**config.mk**
```make
export PLATFORM = sky130hd
export DESIGN_NAME = stclk_ctrl
export DESIGN_NICKNAME = d
export VERILOG_FILES = /design/src/rtl/stclk_pkg.sv /design/src/rtl/stclk_stop_detect.sv /design/src/rtl/stclk_divider.sv /design/src/rtl/stclk_settle.sv /design/src/rtl/stclk_ctrl.sv
export SDC_FILE = /design/constraint.sdc
export NUM_CORES = 1
export LEC_CHECK = 0
export BUFFER_PORTS_ARGS = -buffer_cell sky130_fd_sc_hd__buf_4
export CORE_UTILIZATION = 42
export CTS_BUF_LIST = sky130_fd_sc_hd__clkbuf_4 sky130_fd_sc_hd__clkbuf_8 sky130_fd_sc_hd__clkbuf_16
export DETAILED_ROUTE_END_ITERATION = 8
export PLACE_DENSITY = 0.7
export SLEW_MARGIN = 20
export SYNTH_ARGS = -nofsm -noshare
export SYNTH_HDL_FRONTEND = slang
export SYNTH_SLANG_ARGS = --single-unit
```
**constraint.sdc**
```tcl
create_clock -name clk -period 2.15 [get_ports clk]
set_input_delay 0 -clock clk [delete_from_list [all_inputs] [get_ports clk]]
set_output_delay 0 -clock clk [all_outputs]
set_load 0.02 [all_outputs]
```
**src/rtl/stclk_pkg.sv**
```systemverilog
package stclk_pkg;
  typedef enum logic [1:0] {
    M_RUN      = 2'd0,
    M_STOP_CLK = 2'd1,
    M_STOP_OSC = 2'd2,
    M_SETTLE   = 2'd3
  } mode_e;
  localparam int unsigned FRAME_PHASES = 6;
endpackage

```
**src/rtl/stclk_stop_detect.sv**
```systemverilog
module stclk_stop_detect #(
  parameter int unsigned SW = 3
) (
  input  logic          clk,
  input  logic          rst,
  input  logic [SW-1:0] status,
  input  logic          start,
  output logic          arm
);
  localparam logic [SW-1:0] ALL_HIGH  = '1;
  localparam logic [SW-1:0] HALT_CODE = {1'b0, {(SW-1){1'b1}}};

  logic [SW-1:0] stat_q;

  always_ff @(posedge clk) begin
    if (rst) stat_q <= '0;
    else     stat_q <= status;
  end

  // two-step pattern, R2: start overrides
  assign arm = (stat_q == ALL_HIGH) && (status == HALT_CODE) && !start;
endmodule

```
**src/rtl/stclk_divider.sv**
```systemverilog
module stclk_divider
  import stclk_pkg::*;
#(
  parameter int unsigned SLOW_DIV = 4
) (
  input  logic clk,
  input  logic rst,
  input  logic run_en,
  input  logic fast,
  output logic cpu_clk,
  output logic pclk,
  output logic clk50,
  output logic frame_end
);
  localparam int unsigned SW   = (SLOW_DIV > 1) ? $clog2(SLOW_DIV) : 1;
  localparam int unsigned PW   = $clog2(FRAME_PHASES);
  localparam logic [PW-1:0] LAST = PW'(FRAME_PHASES - 1);
  localparam logic [PW-1:0] HALF = PW'(FRAME_PHASES / 2);

  logic [PW-1:0] ph_q, c50_q;
  logic [SW-1:0] scnt_q;
  logic          tick;

  generate
    if (SLOW_DIV > 1) begin : g_slow
      assign tick = fast || (scnt_q == SW'(SLOW_DIV - 1));
    end else begin : g_noslow
      assign tick = 1'b1;
    end
  endgenerate

  always_ff @(posedge clk) begin
    if (rst || !run_en) begin
      ph_q   <= '0;
      c50_q  <= '0;
      scnt_q <= '0;
    end else begin
      c50_q  <= (c50_q == LAST) ? '0 : c50_q + 1'b1;
      scnt_q <= (fast || tick) ? '0 : scnt_q + 1'b1;
      if (tick) ph_q <= (ph_q == LAST) ? '0 : ph_q + 1'b1;
    end
  end

  assign frame_end = run_en && tick && (ph_q == LAST);
  assign cpu_clk   = run_en && ((ph_q == '0) || (ph_q == HALF));
  assign pclk      = run_en && (ph_q < HALF);
  assign clk50     = run_en && (c50_q < HALF);

  // peripheral clock edges line up with processor clock edges
  a_r4_pclk_with_cpu: assert property (@(posedge clk) disable iff (rst)
    $rose(pclk) |-> cpu_clk);
endmodule

```
**src/rtl/stclk_settle.sv**
```systemverilog
module stclk_settle #(
  parameter int unsigned COUNT = 8192
) (
  input  logic clk,
  input  logic rst,
  input  logic active,
  input  logic stable,
  output logic done
);
  localparam int unsigned CW = $clog2(COUNT + 1);

  logic [CW-1:0] cnt_q;

  assign done = active && stable && (cnt_q == CW'(COUNT - 1));

  always_ff @(posedge clk) begin
    if (rst || !active || !stable || done) cnt_q <= '0;
    else                                   cnt_q <= cnt_q + 1'b1;
  end

  // counter never runs past its window
  a_r8_count_bound: assert property (@(posedge clk) disable iff (rst)
    cnt_q < CW'(COUNT));
endmodule

```
**src/rtl/stclk_ctrl.sv**
```systemverilog
module stclk_ctrl
  import stclk_pkg::*;
#(
  parameter int unsigned SLOW_DIV      = 4,
  parameter int unsigned SETTLE_CYCLES = 8192
) (
  input  logic       clk,
  input  logic       rst,
  input  logic [2:0] status,
  input  logic       start,
  input  logic       fast,
  input  logic       halt_osc,
  input  logic       osc_stable,
  output logic       cpu_clk,
  output logic       pclk,
  output logic       clk50,
  output logic       osc_en,
  output logic [1:0] mode
);
  mode_e mode_q, mode_d;
  logic  pend_q, pend_d;
  logic  arm, frame_end, settle_done, run_en;

  stclk_stop_detect #(.SW(3)) u_detect (
    .clk(clk), .rst(rst), .status(status), .start(start), .arm(arm)
  );

  assign run_en = (mode_q == M_RUN);

  stclk_divider #(.SLOW_DIV(SLOW_DIV)) u_div (
    .clk(clk), .rst(rst), .run_en(run_en), .fast(fast),
    .cpu_clk(cpu_clk), .pclk(pclk), .clk50(clk50), .frame_end(frame_end)
  );

  stclk_settle #(.COUNT(SETTLE_CYCLES)) u_settle (
    .clk(clk), .rst(rst), .active(mode_q == M_SETTLE),
    .stable(osc_stable), .done(settle_done)
  );

  always_comb begin
    mode_d = mode_q;
    pend_d = run_en && !start && (pend_q || arm) && !frame_end;
    unique case (mode_q)
      M_RUN:      if ((pend_q || arm) && !start && frame_end)
                    mode_d = halt_osc ? M_STOP_OSC : M_STOP_CLK;
      M_STOP_CLK: if (start) mode_d = M_RUN;
      M_STOP_OSC: if (start) mode_d = M_SETTLE;
      M_SETTLE:   if (settle_done) mode_d = M_RUN;
      default:    mode_d = M_RUN;
    endcase
  end

  always_ff @(posedge clk) begin
    if (rst) begin
      mode_q <= M_RUN;
      pend_q <= 1'b0;
    end else begin
      mode_q <= mode_d;
      pend_q <= pend_d;
    end
  end

  assign mode   = mode_q;
  assign osc_en = (mode_q == M_RUN) || (mode_q == M_STOP_CLK);

  // start held high keeps run mode
  a_r2_start_keeps_run: assert property (@(posedge clk) disable iff (rst)
    (start && mode == 2'd0) |=> mode == 2'd0);
  // a halt is entered only while the processor clock is low
  a_r6_halt_at_low: assert property (@(posedge clk) disable iff (rst)
    ($past(mode) == 2'd0 && mode != 2'd0) |-> !$past(cpu_clk));
  // clock-only halt leaves on the edge after start
  a_r7_fast_resume: assert property (@(posedge clk) disable iff (rst)
    (mode == 2'd1 && start) |=> mode == 2'd0);
  // settling never ends while the oscillator is unstable
  a_r8_wait_stable: assert property (@(posedge clk) disable iff (rst)
    (mode == 2'd3 && !osc_stable) |=> mode == 2'd3);
endmodule

```
==> flow_metrics.py <==
metrics = {
    "placed_design": {
        "hpwl_um": 1740,
        "place_congestion": 0.760,
        "portBuffers": 14,
        "dp_slack_ns": 0.541,
        "dp_cells": 181,
    },
    "final_layout": {
        "area_delta_synth_final_pct": 18.0,
        "nets": 175,
        "seq_area_um2": 561,
        "multi_input_area_um2": 643,
        "drive_above_1_share_pct": 15.0,
        "fillerInstances": 261,
        "stdcell_count": 191,
        "antennaDiodeCount": 0,
    },
    "yosys": {
        "postSynthCellCount": 140,
        "syn_area_um2": 1270,
        "synth_edf_count": 0,
        "synth.distinct_cells": 34,
        "synth.area.top_cells": "dfxtp_1 (44%), nor2_1 (6.2%), xnor2_1 (5.5%)",
        "yosys.area.top_type_share_pct": 44.3,
        "synth_top_area_cell": "dfxtp_1",
        "yosys_warnings": 0,
        "synth_seq_area_share_pct": 44.3,
        "synth_ff_type": "dfxtp_1",
        "synth.avg_cell_area_um2": 9.04,
        "synthArstFlopShare_pct": 0,
        "synth_fp_nets": 154,
        "ys_seq_elements": 28,
    },
    "clock_tree": {
        "clk_latency_ns": 0.34,
        "clk_pin_slew_ns": 0.15,
        "cts_root_buf": "clkbuf_4",
        "cts_buffers": 3,
        "cts_sinks": 28,
        "htreeDepth": 1,
        "cts.path.max_buffers": 2,
        "ctsResizeCount": 0,
        "cts_tree": "done",
    },
    "sta": {
        "max_slew_margin_pct": 75.1,
        "finClkSkew_ns": 0.00467,
        "final_max_slew_viol_count": 0,
        "postLayoutSetupSlackWorst_ns": 0.529,
        "hold_violations": 0,
        "setup_violations": 0,
        "tightest_slew_ns": 0.364,
        "fmaxAchievable_mhz": 617,
        "finalCritPeriodShare_pct": 75.4,
        "grt_setup_unrepaired": "no",
        "tns_ns": 0,
        "period_needed_ns": 1.62,
    },
    "floorplan": {
        "core_um2": 2810,
        "start_util_pct": 45.1,
        "die_w_um": 56.9,
        "io_pins": 15,
        "die_h_um": 56.9,
        "die-area_um2": 3240,
        "rows": 19,
    },
    "worst_hold_path": {
        "hp-class": "input pin to register",
        "holdPathStages": 4,
        "hp-start": "halt_osc",
        "hold_end": "mode[0]$_SDFFE_PP0P_",
    },
    "power_and_ir_drop": {
        "power_density_nw_per_um2": 646,
        "ir_worst_vdd_uv": 374,
        "totalPowerFinal_w": 0.000966,
        "p_leak_nw": 0.537,
    },
    "status": {
        "status": "finished, violations left",
        "violations": "design-rule violations",
    },
    "route": {
        "drc": 6,
        "antenna_left": 0,
        "viasPerCell": 5.34,
        "wire_per_inst_um": 12.5,
        "vias": 1020,
        "totalWireLength_um": 2380,
        "dr.pass1.iters": 6,
        "drt_iter0_markers": 71,
    },
    "setup_path": {
        "worstPathArrival_ns": 1.87,
        "reg2reg_slack_ns": 0.53,
        "reg2regPathDepth": 5,
        "crit_chain": "ha_1, nand2_1, or4_4, o21ai_0, a21oi_1",
        "worstSetupPathType": "register to register",
        "required_ns": 2.40,
        "worstPathMaxFanout": 4,
        "r2r-start": "u_settle.cnt_q[0]$_SDFF_PP0_",
        "worstSetupStartpointType": "register",
        "cp-end-kind": "register",
        "slowest_delay_ns": 0.58,
        "slowest_stage": "or4_4",
        "rr_endpoint": "mode[1]$_SDFFE_PP0P_",
    },
    "global_route": {
        "gr-usage-all-layers_pct": 16.8,
        "grt.overflow.total": 0,
        "grt_max_degree": 17,
        "grt_pass1_vias": 955,
        "grt_pass1_wl_um": 4130,
        "grt_antenna_before_repair": 0,
    },
    "flow_run": {
        "maxCapViolCount": 0,
    },
}
kinds of logic after synthesis:
logic type	after synthesis	share of synthesized area, %
xor+xnor	11	7.61
fa+ha+maj	6	5.73
simple gates	65	28.7
buf+inv	13	4.94
compound gates	17	8.79
flops	28	44.3
synth_stat cells, types with 3 or more instances:
| cell | number |
|---|---|
| dfxtp_1 | 28 |
| nor2_1 | 21 |
| nor3_1 | 10 |
| inv_1 | 9 |
| xnor2_1 | 8 |
| a21oi_1 | 6 |
| ha_1 | 5 |
| nand2_1 | 5 |
| nor2b_1 | 4 |
| nor4_1 | 4 |
| or3_1 | 4 |
| nand3_1 | 3 |
| nand4_1 | 3 |
| o21ai_0 | 3 |
| xor2_1 | 3 |
sequential cells by signal, summed over array words and instances, names as in the netlist:
| register | flops |
|---|---|
| mode | 2 |
| pend_q | 1 |
| u_detect.stat_q | 3 |
| u_div.c50_q | 3 |
| u_div.ph_q | 3 |
| u_div.scnt_q | 2 |
| u_settle.cnt_q | 14 |
cells in the final DEF (no fill, tap or decap), drive strengths merged, types with 2 or more instances in the layout:
cell          n
dfxtp        28
nor2         21
buf          14
nor3         10
inv           9
xnor2         8
a21oi         6
dlygate4sd3   6
nand2         5
ha            5
nor4          4
nor2b         4
or3           4
nand4         4
nand3         3
o21ai         3
xor2          3
clkbuf        3
and2          2
a31o          2
nand3b        2
a211oi        2
final cells by class:
type / count / share of cell area, %
Tap cell: 31 / 2.60
Inverter: 9 / 2.26
Multi-Input combinational cell: 99 / 43.0
Timing Repair Buffer: 20 / 11.1
Clock inverter: 1 / 2.01
Clock buffer: 3 / 1.51
Sequential cell: 28 / 37.5
layer usage:
metal  up-vias  track usage, %  part of all wire, %  wire length (um)
met1       469            19.6                   47              1130
li1        531               -                    -                 -
met4         0            11.5                  2.4                57
met2        16            26.6                   47              1110
met5         -               0                    0                 0
met3         4            4.84                  3.6                85
worst max path at each step:
stage                                      start  slack [ns]                    to  cells after the start
global route        u_settle.cnt_q[0]$_SDFF_PP0_        0.45  mode[1]$_SDFFE_PP0P_                      5
CTS                 u_settle.cnt_q[0]$_SDFF_PP0_        0.52  mode[0]$_SDFFE_PP0P_                      5
global placement    u_settle.cnt_q[0]$_SDFF_PP0_        0.57  mode[1]$_SDFFE_PP0P_                      5
detailed placement  u_settle.cnt_q[0]$_SDFF_PP0_        0.54  mode[1]$_SDFFE_PP0P_                      5
floorplan                   mode[1]$_SDFFE_PP0P_        0.43                 clk50                      2
finish              u_settle.cnt_q[0]$_SDFF_PP0_        0.53  mode[1]$_SDFFE_PP0P_                      5
power breakdown:
group	switching, W	internal [W]	total (W)
combinational	0.0000354	0.0000402	0.0000756
clock	0.000159	0.000189	0.000348
sequential	0.0000102	0.000532	0.000542
total	0.000205	0.000761	0.000966
worst max-delay path, delay by kind of cell (launching register included):
family,cells,cell delay (ns)
AO/OA/AOI/OAI,2,0.25
adder cells (fa/ha/maj),1,0.20
flip-flops,1,0.38
AND/OR/NAND/NOR,2,0.70
what timing repair did:
item                                   in CTS  in global routing
hold buffers                                6                  0
endpoints found under the hold margin       8                  0
setup endpoints to repair                   0                  0
buffers inserted                            0                  0
metrics by stage:
step,instance area [um2],hold slack [ns],utilization (%)
floorplan,1270,0.0691,-
global placement,1380,0.199,49.2
detailed placement,1380,0.200,49.2
CTS,1490,0.0354,53.3
global route,1490,0.0699,53.3
finish,1490,0.0302,53.3
(Power assumes the default switching activity.)
